### src/rtl/ddr_mon_pkg.sv
package ddr_mon_pkg;

  typedef enum logic [3:0] {
    C_DESEL = 4'd0,
    C_NOP   = 4'd1,
    C_ACT   = 4'd2,
    C_RD    = 4'd3,
    C_RDA   = 4'd4,
    C_WR    = 4'd5,
    C_WRA   = 4'd6,
    C_PRE   = 4'd7,
    C_PREA  = 4'd8,
    C_BST   = 4'd9,
    C_REF   = 4'd10,
    C_MRS   = 4'd11,
    C_SRE   = 4'd12,
    C_PDE   = 4'd13,
    C_EXIT  = 4'd14,
    C_HOLD  = 4'd15
  } cmd_e;

  typedef enum logic [2:0] {
    W_NONE   = 3'd0,
    W_OPEN   = 3'd1,
    W_CLOSED = 3'd2,
    W_LOCKED = 3'd3,
    W_BUSY   = 3'd4,
    W_TRP    = 3'd5,
    W_ASLEEP = 3'd6,
    W_CKE    = 3'd7
  } why_e;

  typedef enum logic [1:0] {
    P_NORM  = 2'd0,
    P_PDPRE = 2'd1,
    P_PDACT = 2'd2,
    P_SELF  = 2'd3
  } pwr_e;

endpackage

### src/rtl/ddr_cmd_decode.sv
module ddr_cmd_decode
  import ddr_mon_pkg::*;
(
  input  logic cke_prev,
  input  logic cke,
  input  logic cs_n,
  input  logic ras_n,
  input  logic cas_n,
  input  logic we_n,
  input  logic a10,
  output cmd_e pin_cmd,
  output cmd_e cmd,
  output logic quiet
);

  // Command implied by the strobe pins alone
  always_comb begin
    pin_cmd = C_DESEL;
    if (!cs_n) begin
      unique case ({ras_n, cas_n, we_n})
        3'b111:  pin_cmd = C_NOP;
        3'b011:  pin_cmd = C_ACT;
        3'b101:  pin_cmd = a10 ? C_RDA : C_RD;
        3'b100:  pin_cmd = a10 ? C_WRA : C_WR;
        3'b010:  pin_cmd = a10 ? C_PREA : C_PRE;
        3'b110:  pin_cmd = C_BST;
        3'b001:  pin_cmd = C_REF;
        default: pin_cmd = C_MRS;
      endcase
    end
  end

  assign quiet = (pin_cmd == C_DESEL) || (pin_cmd == C_NOP);

  // Clock-enable transition selects the command class
  always_comb begin
    unique case ({cke_prev, cke})
      2'b11: cmd = pin_cmd;
      2'b10: begin
        if (pin_cmd == C_REF)  cmd = C_SRE;
        else if (quiet)        cmd = C_PDE;
        else                   cmd = pin_cmd;
      end
      2'b01:   cmd = C_EXIT;
      default: cmd = C_HOLD;
    endcase
  end

endmodule

### src/rtl/ddr_bank_tracker.sv
module ddr_bank_tracker #(
  parameter int NBANK  = 4,
  parameter int LOCK_W = 4
) (
  input  logic              clk,
  input  logic              arst_n,
  input  logic [NBANK-1:0]  open_set,
  input  logic [NBANK-1:0]  close_clr,
  input  logic [NBANK-1:0]  lock_ld,
  input  logic [LOCK_W-1:0] lock_val,
  output logic [NBANK-1:0]  open_q,
  output logic [NBANK-1:0]  locked
);

  for (genvar b = 0; b < NBANK; b++) begin : g_bank
    logic              open_d;
    logic [LOCK_W-1:0] cnt_q, cnt_d;
    logic              open_en, cnt_en;

    always_comb begin
      open_en = open_set[b] | close_clr[b];
      open_d  = open_set[b];
      cnt_en  = lock_ld[b] | (cnt_q != '0);
      cnt_d   = lock_ld[b] ? lock_val : cnt_q - LOCK_W'(1);
    end

    always_ff @(posedge clk or negedge arst_n) begin
      if (!arst_n) begin
        open_q[b] <= 1'b0;
        cnt_q     <= '0;
      end else begin
        if (open_en) open_q[b] <= open_d;
        if (cnt_en)  cnt_q     <= cnt_d;
      end
    end

    assign locked[b] = (cnt_q != '0);
  end

endmodule

### src/rtl/ddr_pwr_tracker.sv
module ddr_pwr_tracker
  import ddr_mon_pkg::*;
(
  input  logic clk,
  input  logic arst_n,
  input  cmd_e cmd,
  input  logic legal,
  input  logic any_open,
  output pwr_e state
);

  pwr_e state_d;
  logic state_en;

  always_comb begin
    state_d = state;
    if (cmd == C_EXIT)
      state_d = P_NORM;
    else if (legal && cmd == C_SRE)
      state_d = P_SELF;
    else if (legal && cmd == C_PDE)
      state_d = any_open ? P_PDACT : P_PDPRE;
    state_en = (state_d != state);
  end

  always_ff @(posedge clk or negedge arst_n) begin
    if (!arst_n)       state <= P_NORM;
    else if (state_en) state <= state_d;
  end

endmodule

### src/rtl/ddr_cmd_monitor.sv
module ddr_cmd_monitor
  import ddr_mon_pkg::*;
#(
  parameter int BANK_BITS = 2,
  parameter int ADDR_W    = 12,
  parameter int BURST_LEN = 4,
  parameter int T_RP      = 3,
  parameter int T_WR      = 2
) (
  input  logic                        clk,
  input  logic                        rst_n,
  input  logic                        cke,
  input  logic                        cs_n,
  input  logic                        ras_n,
  input  logic                        cas_n,
  input  logic                        we_n,
  input  logic [BANK_BITS-1:0]        ba,
  input  logic [ADDR_W-1:0]           addr,
  output logic [3:0]                  cmd_code,
  output logic                        viol,
  output logic [2:0]                  viol_why,
  output logic [1:0]                  pwr_state,
  output logic [(1<<BANK_BITS)-1:0]   bank_open,
  output logic [BANK_BITS+ADDR_W-1:0] mode_word
);

  localparam int NBANK   = 1 << BANK_BITS;
  localparam int RDA_WIN = BURST_LEN / 2 + T_RP;
  localparam int WRA_WIN = BURST_LEN / 2 + 1 + T_WR + T_RP;
  localparam int LOCK_W  = $clog2(WRA_WIN + 1);
  localparam int TRP_W   = $clog2(T_RP + 1);
  localparam int MW      = BANK_BITS + ADDR_W;

  // Reset: asserted asynchronously, released on a clock edge
  logic [1:0] rst_sync;
  logic       arst_n;

  always_ff @(posedge clk or negedge rst_n) begin
    if (!rst_n) rst_sync <= 2'b00;
    else        rst_sync <= {rst_sync[0], 1'b1};
  end
  assign arst_n = rst_sync[1];

  // Previous clock-enable level
  logic cke_prev;
  always_ff @(posedge clk or negedge arst_n) begin
    if (!arst_n) cke_prev <= 1'b1;
    else         cke_prev <= cke;
  end

  cmd_e pin_cmd, cmd;
  logic quiet;

  ddr_cmd_decode u_dec (
    .cke_prev (cke_prev),
    .cke      (cke),
    .cs_n     (cs_n),
    .ras_n    (ras_n),
    .cas_n    (cas_n),
    .we_n     (we_n),
    .a10      (addr[10]),
    .pin_cmd  (pin_cmd),
    .cmd      (cmd),
    .quiet    (quiet)
  );

  logic [NBANK-1:0]  open_q, locked;
  logic [NBANK-1:0]  open_set, close_clr, lock_ld, ba_hot;
  logic [LOCK_W-1:0] lock_val;
  pwr_e              pwr;
  logic [TRP_W-1:0]  trp_q, trp_d;
  logic              trp_en;

  why_e why_d;
  logic ok;
  logic hit_open, hit_lock, any_open, any_lock, busy, entry_bad;

  always_comb begin
    ba_hot    = NBANK'(1) << ba;
    hit_open  = open_q[ba];
    hit_lock  = locked[ba];
    any_open  = |open_q;
    any_lock  = |locked;
    busy      = any_open | any_lock;
    entry_bad = cke_prev && !cke && (cmd != C_SRE) && (cmd != C_PDE);
  end

  // Legality of the resolved command
  always_comb begin
    why_d = W_NONE;
    if (entry_bad) begin
      why_d = W_CKE;
    end else begin
      unique case (cmd)
        C_ACT: begin
          if (hit_lock)      why_d = W_LOCKED;
          else if (hit_open) why_d = W_OPEN;
        end
        C_RD, C_RDA, C_WR, C_WRA: begin
          if (hit_lock)       why_d = W_LOCKED;
          else if (!hit_open) why_d = W_CLOSED;
        end
        C_PRE:  if (hit_lock) why_d = W_LOCKED;
        C_PREA: if (any_lock) why_d = W_LOCKED;
        C_MRS: begin
          if (busy)              why_d = W_BUSY;
          else if (trp_q != '0)  why_d = W_TRP;
        end
        C_REF, C_SRE: if (busy) why_d = W_BUSY;
        C_EXIT: if (!quiet) why_d = W_ASLEEP;
        C_HOLD: if (pwr != P_NORM && !cs_n && pin_cmd != C_NOP) why_d = W_ASLEEP;
        default: why_d = W_NONE;
      endcase
    end
    ok = (why_d == W_NONE);
  end

  // Bank state updates for legal commands
  always_comb begin
    open_set  = '0;
    close_clr = '0;
    lock_ld   = '0;
    lock_val  = LOCK_W'(RDA_WIN - 1);
    if (ok) begin
      unique case (cmd)
        C_ACT: open_set = ba_hot;
        C_RDA: begin
          close_clr = ba_hot;
          lock_ld   = ba_hot;
        end
        C_WRA: begin
          close_clr = ba_hot;
          lock_ld   = ba_hot;
          lock_val  = LOCK_W'(WRA_WIN - 1);
        end
        C_PRE:   close_clr = ba_hot;
        C_PREA:  close_clr = '1;
        default: ;
      endcase
    end
  end

  ddr_bank_tracker #(
    .NBANK  (NBANK),
    .LOCK_W (LOCK_W)
  ) u_banks (
    .clk       (clk),
    .arst_n    (arst_n),
    .open_set  (open_set),
    .close_clr (close_clr),
    .lock_ld   (lock_ld),
    .lock_val  (lock_val),
    .open_q    (open_q),
    .locked    (locked)
  );

  ddr_pwr_tracker u_pwr (
    .clk      (clk),
    .arst_n   (arst_n),
    .cmd      (cmd),
    .legal    (ok),
    .any_open (any_open),
    .state    (pwr)
  );

  // Cycles since the last legal precharge
  always_comb begin
    trp_en = 1'b0;
    trp_d  = trp_q;
    if (ok && (cmd == C_PRE || cmd == C_PREA)) begin
      trp_en = 1'b1;
      trp_d  = TRP_W'(T_RP - 1);
    end else if (trp_q != '0) begin
      trp_en = 1'b1;
      trp_d  = trp_q - TRP_W'(1);
    end
  end

  always_ff @(posedge clk or negedge arst_n) begin
    if (!arst_n)     trp_q <= '0;
    else if (trp_en) trp_q <= trp_d;
  end

  // Output registers
  logic          mode_en;
  logic [MW-1:0] mode_d;

  always_comb begin
    mode_en = ok && (cmd == C_MRS);
    mode_d  = {ba, addr};
  end

  always_ff @(posedge clk or negedge arst_n) begin
    if (!arst_n) begin
      cmd_code  <= C_NOP;
      viol      <= 1'b0;
      viol_why  <= W_NONE;
      mode_word <= '0;
    end else begin
      cmd_code <= cmd;
      viol     <= !ok;
      viol_why <= why_d;
      if (mode_en) mode_word <= mode_d;
    end
  end

  assign pwr_state = pwr;
  assign bank_open = open_q;

endmodule

### config.mk
export PLATFORM = sky130hd
export DESIGN_NAME = ddr_cmd_monitor
export DESIGN_NICKNAME = d
export VERILOG_FILES = /design/src/rtl/ddr_mon_pkg.sv /design/src/rtl/ddr_cmd_decode.sv /design/src/rtl/ddr_bank_tracker.sv /design/src/rtl/ddr_pwr_tracker.sv /design/src/rtl/ddr_cmd_monitor.sv
export SDC_FILE = /design/constraint.sdc
export NUM_CORES = 1
export LEC_CHECK = 0
export BUFFER_PORTS_ARGS = -buffer_cell sky130_fd_sc_hd__buf_2
export CAP_MARGIN = 15
export CORE_ASPECT_RATIO = 0.9
export CORE_MARGIN = 10
export CORE_UTILIZATION = 55
export DETAILED_ROUTE_END_ITERATION = 10
export GPL_TIMING_DRIVEN = 0
export PLACE_DENSITY = 0.88
export SLEW_MARGIN = 5
export SYNTH_ARGS = -nofsm -noshare
export SYNTH_HDL_FRONTEND = slang
export SYNTH_HIERARCHICAL = 1
export SYNTH_SLANG_ARGS = --single-unit
### constraint.sdc
create_clock -name clk -period 4.3 [get_ports clk]
set_input_delay 0.215 -clock clk [delete_from_list [all_inputs] [get_ports clk]]
set_output_delay 0.215 -clock clk [all_outputs]
set_load 0.05 [all_outputs]
==> flow_summary.toml, run 1 <==
[timing]
setup_viol = 0
finalClockSkew_ns = 0.0129
timing.fmax_ghz = 0.292
post-route-min-period_ns = 3.43
slew_headroom = 0.328
worstMarginPinSlew_ns = 0.994
tns_ns = 0
period_share = 0.797
final-hold-violation-count = 0
slew_viol_final = 0
grt_setup_unrepaired = "false"

[status]
outcome = "complete, no violations"

[critical_path]
critical_path.startpoint_type = "input port"
r2r_slack_ns = 0.88
cp_max_fo = 10
worstPathRequired_ns = 4.49
rr_startpoint = "u_banks/g_bank[1].cnt_q[0]"
r2r_cells = 13
endpoint = "u_pwr/state[0]"
worstSetupPathType = "input port to flop"
worst_r2r_endpoint = "u_banks/g_bank[0].cnt_q[3]"
startpoint = "we_n"
arrival_ns = 3.61
end_kind = "flop"

[global_route]
grt_pass1_vias = 2281
antenna_found_initial = 0
grt_start_max_net_pins = 27
grt_first_pass_wirelength_um = 10500
grt-ovfl-total = 0
grt_usage = 0.140

[clock_tree]
clk_latency_ns = 0.31
cts_resized = 0
ctsHoldBuffers = 1
cts_tree = "yes"
cts_buffers = 5
clock_path_buffers = 2
post_cts_buffers = 0
cts_sinks = 49
clkTransAtPathRegs_ns = 0.08
cts_root_buf = "clkbuf_8"
h-tree-depth = 2

[floorplan]
fp-row-count = 25
die_area_um2 = 8760
die_height_um = 89.8
ios = 49
die_w_um = 97.6
floorplan.initialDensity = 0.567
coreArea_um2 = 5260

[job]
drv_cap = 0

[hold_path]
min_path_cells = 1
holdCritPathClass = "input port to flop"

[pwr]
p_comb_frac = 0.504
netSwitchingFraction = 0.426
p_int_mw = 1.16
p_total_mw = 2.02
ir_worst_vdd_uv = 385
pwr_density_cell_nw_per_um2 = 590
seqPwrFrac = 0.366
p_switching_uw = 863
p_clk_frac = 0.130
leakage_nw = 1.57

[drt]
drtIter0Drc = 132
dr.pass1.iters = 4
avgViaCountPerCell = 5.59
avgRoutedWirePerCell_um = 15.0
dr_total_vias = 2263
routed_wl_um = 6090
postRouteAntennaNets = 0
drc = 0

[layout]
final_cell_mix = "dfrtp_1, buf_2, inv_1"
areaGrowthSynthToFinish_pct = 15.2
n_antenna_cell = 0
nNetsFinal = 367
drive_above_1_share = 0.296

[synth]
async_flop_share = 1.00
synthesis.area_um2 = 2980
ys_seq_area_frac = 0.412
syn_inst = 275
ys_warn_count = 6
ys_ff_latch = 49
synth.avg_cell_area_um2 = 10.8
yosys.cell_types.count = 63
synth_edf_count = 0
ys.flop_type = "dfrtp_1"

[placement]
dpl.hpwl_um = 4670
portBuffers = 46
gp_congestion = 0.880
[synth_stat cells (3+ instances only)]
| cell type | instances | area (µm²) |
|---|---|---|
| buf_6 | 5 | 56.3 |
| inv_1 | 28 | 105 |
| nor2_1 | 11 | 41.3 |
| nor4b_1 | 5 | 43.8 |
| a31oi_1 | 7 | 43.8 |
| o31ai_1 | 4 | 30.0 |
| nor3b_1 | 7 | 52.6 |
| nor3_1 | 13 | 65.1 |
| ha_1 | 9 | 113 |
| buf_4 | 6 | 45.0 |
| a21oi_1 | 3 | 15.0 |
| nor3b_4 | 5 | 93.8 |
| mux2i_1 | 5 | 50.1 |
| xnor2_1 | 10 | 87.6 |
| nor4_1 | 3 | 18.8 |
| clkbuf_2 | 3 | 15.0 |
| nand2_1 | 13 | 48.8 |
| nand2b_1 | 3 | 18.8 |
| nor3_2 | 3 | 30.0 |
| dfrtp_1 | 47 | 1180 |
| o21ai_0 | 7 | 35.0 |
| a21o_1 | 5 | 37.5 |
| mux2_1 | 10 | 113 |
| a221o_1 | 4 | 40.0 |
| mux2_2 | 8 | 90.1 |
| nand4_1 | 3 | 18.8 |
[critical path: stages]
cell and delay [ns]:
buf_2 0.10, buf_4 0.16, o21ba_2 0.23, a21oi_1 0.08, o221ai_1 0.37, buf_4 0.24
nor4b_1 0.81, a22oi_1 0.21, nand4_1 0.16, nand4bb_1 0.16, buf_6 0.16, buf_12 0.13
inv_1 0.04, nand3_1 0.12, nor3b_1 0.09, a222oi_1 0.33
[kinds of logic (layout without fill, tap and decap cells)]
group	Yosys count	in the layout	share of synthesized area
multiplexers	25	25	0.101
adder cells (fa/ha/maj)	9	9	0.0378
AND/OR/NAND/NOR	81	81	0.189
XOR/XNOR	10	10	0.0294
buffers and inverters	46	102	0.0916
flip-flops	49	49	0.412
other	2	9	0.00252
AO/OA/AOI/OAI	53	53	0.136
[power by group through the flow]
stage / Combinational, mW / Sequential [mW] / Clock (mW)
6_report: 1.02 / 0.740 / 0.263
5_1_grt: 1.11 / 0.766 / 0.284
4_1_cts: 1.03 / 0.742 / 0.269
3_5_place_dp: 1.03 / 0.749 / 0
3_3_place_gp: 0.976 / 0.746 / 0
2_1_floorplan: 0.563 / 0.997 / 0
[how the worst min path moves through the flow]
stage	start	endpoint	slack [ns]
6_report	cke	cke_prev	0.06
5_1_grt	cke	cke_prev	0.06
3_3_place_gp	rst_n	rst_sync[1]	0.0006
2_1_floorplan	rst_n	rst_sync[0]	-0.08
4_1_cts	cke	cke_prev	0.05
3_5_place_dp	rst_n	rst_sync[0]	0.002
[layout make-up]
class	instances	area, µm²
sequential	49	1230
fill	393	1820
multi-input combinational	187	1500
clock buffer	7	76.3
tap	67	83.8
inverter	28	105
clock inverter	1	5.00
buffer	18	168
timing repair buffer	48	260
[layer usage]
metal / vias to the layer above / track usage / routed length (µm)
met4: 0 / 0.0630 / 113
met3: 12 / 0.0360 / 271
met2: 49 / 0.243 / 3130
met5: - / 0 / 0
met1: 1102 / 0.157 / 2570
li1: 1100 / - / -
[metrics by stage]
| stage | std cells | instance area, µm² | worst slack [ns] | util | hold WS (ns) |
|---|---|---|---|---|---|
| floorplan | 282 | 3010 | 1.23 | - | -0.0806 |
| global placement | 395 | 3320 | 0.707 | 0.632 | 0.000615 |
| detailed placement | 396 | 3340 | 0.588 | 0.636 | 0.00216 |
| CTS | 405 | 3430 | 0.877 | 0.653 | 0.0531 |
| global route | 405 | 3430 | 0.605 | 0.653 | 0.0633 |
| finish | 405 | 3430 | 0.875 | 0.653 | 0.0649 |
[flip-flops by register name (all words and copies together), names as in the netlist]
signal and count:
cke_prev 1, cmd_code 4, mode_word 14, rst_sync 2
trp_q 2, u_banks/g_bank.cnt_q 16, u_banks/open_q 4, u_pwr/state 2
viol 1, viol_why 3
Power figures use the tool's default switching activity.
==> inputs of run 2 (changes only) <==
- CORE_UTILIZATION: 55 -> 51
- PLACE_DENSITY: 0.88 -> 0.86
- clock period: 4.3 -> 2.97 ns (I/O delays scaled with it)
==> run 2 against run 1 <==
Compared with the run above: clock skew down 0.00075 ns; combinational power up 90%; power up 71%; via count up 9.0%; die area up 6.1%; non-clock buffer count up 35; sequential share of layout area down 5.2 points; critical path depth down 2; sequential power up 47%; wire length up 22%; the flow now finishes with violations (setup timing); critical path type is now flop to flop; first-iteration DRC count up 9.8%; hold slack worse by 0.027 ns.
==> flow_summary.toml, run 2 (same netlist as run 1, synthesis figures left out) <==
[floorplan]
fp-row-count = 26
die_height_um = 92.5
ios = 49
coreArea_um2 = 5660
die_area_um2 = 9300
die_w_um = 101
floorplan.initialDensity = 0.526

[timing]
slew_headroom = 0.526
worstMarginPinSlew_ns = 0.709
setup_viol = 21
grt_setup_unrepaired = "true"
period_share = 1.06
layout_setup_ws_ns = -0.185
final-hold-violation-count = 0
timing.fmax_ghz = 0.317
slew_viol_final = 0
post-route-min-period_ns = 3.16
finalClockSkew_ns = 0.0122

[pwr]
p_switching_mw = 1.47
netSwitchingFraction = 0.426
leakage_nw = 1.83
p_int_mw = 1.98
ir_worst_vdd_uv = 586
seqPwrFrac = 0.316
p_comb_frac = 0.561
p_clk_frac = 0.124
pwr_density_cell_nw_per_um2 = 859

[layout]
register_area_um2 = 1230
design_area_um2 = 4020
final_util = 0.710
largest_register_ffs = 16
drive_above_1_share = 0.480
multi_input_area_um2 = 1750
areaGrowthSynthToFinish_pct = 34.9
n_fill_cell = 392
final_cell_mix = "dfrtp_1, buf_2, buf_4"
largest_registers = "u_banks/g_bank.cnt_q x16, mode_word x14"
nNetsFinal = 402
n_antenna_cell = 0
regMostFlops = "u_banks/g_bank.cnt_q"

[placement]
portBuffers = 46
dpl.hpwl_um = 4770
gp_congestion = 0.878
dp_slack_ns = -0.671
post_dp_cell_area_um2 = 3420

[critical_path]
arrival_ns = 3.36
cp_max_fo = 7
worstSetupPathType = "flop to flop"
worstPathRequired_ns = 3.17
end_kind = "flop"
rr_startpoint = "u_banks/g_bank[3].cnt_q[0]"
r2r_cells = 14
worst_r2r_endpoint = "u_pwr/state[0]"
critical_path.startpoint_type = "flop"
r2r_slack_ns = -0.19

[global_route]
grt_pass1_vias = 2508
grt_first_pass_wirelength_um = 12000
grt_start_max_net_pins = 27
grt_usage = 0.155
grt-ovfl-total = 0
antenna_found_initial = 0

[status]
outcome = "finished, violations left"
violations = "setup timing"

[clock_tree]
cts_root_buf = "clkbuf_8"
cts_tree = "yes"
clock_path_buffers = 2
cts_sinks = 49
clkTransAtPathRegs_ns = 0.11
clk_latency_ns = 0.32
cts_buffers = 5
h-tree-depth = 2

[drt]
avgViaCountPerCell = 5.57
dr.pass1.iters = 4
avgRoutedWirePerCell_um = 16.8
postRouteAntennaNets = 0
drc = 0
dr_total_vias = 2466
drtIter0Drc = 145
routed_wl_um = 7430

[hold_path]
min_path_cells = 2
worstHoldEndpoint = "mode_word[1]"
holdCritStartpoint = "addr[1]"
holdCritPathClass = "input port to flop"

[job]
drv_cap = 0
## run 2: worst max path at each step
| stage | cells past startpoint | startpoint | to | slack, ns |
|---|---|---|---|---|
| 6_report | 14 | u_banks/g_bank[3].cnt_q[0] | u_pwr/state[0] | -0.19 |
| 3_3_place_gp | 15 | cas_n | u_pwr/state[0] | -0.56 |
| 4_1_cts | 13 | u_banks/g_bank[2].cnt_q[1] | u_banks/g_bank[1].cnt_q[1] | -0.08 |
| 3_5_place_dp | 15 | cas_n | u_pwr/state[0] | -0.67 |
| 5_1_grt | 14 | u_banks/g_bank[3].cnt_q[0] | u_pwr/state[0] | -0.31 |
| 2_1_floorplan | 14 | u_banks/g_bank[2].cnt_q[1] | u_pwr/state[0] | -0.0003 |
## run 2: metal layers
layer,part of all wire,up-vias,global-route usage
li1,-,1174,-
met1,0.41,1207,0.185
met2,0.52,83,0.270
met3,0.068,2,0.0483
met4,0.0023,0,0.0235
met5,0,-,0
## run 2: metrics by stage
stage / hold WS [ns] / power, mW / TNS [ns] / instances
final: 0.0380 / 3.45 / -2.70 / 443
after global routing: 0.0299 / 3.69 / -5.23 / 443
after CTS: 0.0339 / 3.28 / -0.713 / 431
after detailed placement: -0.0626 / 2.62 / -11.59 / 399
after global placement: -0.0643 / 2.54 / -8.42 / 398
after floorplan: -0.147 / 2.31 / -0.000258 / 282
## run 2: timing repair
item	4_1_cts	5_1_grt
buffers inserted	22	12
pin swaps	19	7
hold endpoints to repair	3	0
endpoints found under the setup margin	22	33
hold buffers	2	0
gates resized for setup	26	24
## run 2: power by group through the flow
stage / sequential (mW) / combinational [mW] / clock, mW
global route: 1.12 / 2.10 / 0.467
global placement: 1.09 / 1.45 / 0
finish: 1.09 / 1.94 / 0.428
floorplan: 1.45 / 0.854 / 0
CTS: 1.08 / 1.76 / 0.436
detailed placement: 1.09 / 1.53 / 0
## run 2: critical path, cell delays in order, from the launching register on
cell	delay, ns
dfrtp_1	0.41
inv_2	0.08
ha_2	0.19
nor3b_4	0.21
inv_1	0.09
or4_4	0.52
or4_4	0.48
nand4_1	0.11
nand4bb_1	0.17
buf_6	0.17
buf_12	0.12
inv_4	0.03
nand3_4	0.09
nor3b_4	0.05
a222oi_1	0.32
## run 2: area by class of cell
cell class	instances	share of cell area
Clock inverter	3	0.00654
Timing Repair Buffer	83	0.141
Buffer	18	0.0439
Multi-Input combinational cell	187	0.436
Tap cell	70	0.0218
Clock buffer	5	0.0171
Inverter	28	0.0268
Sequential cell	49	0.306
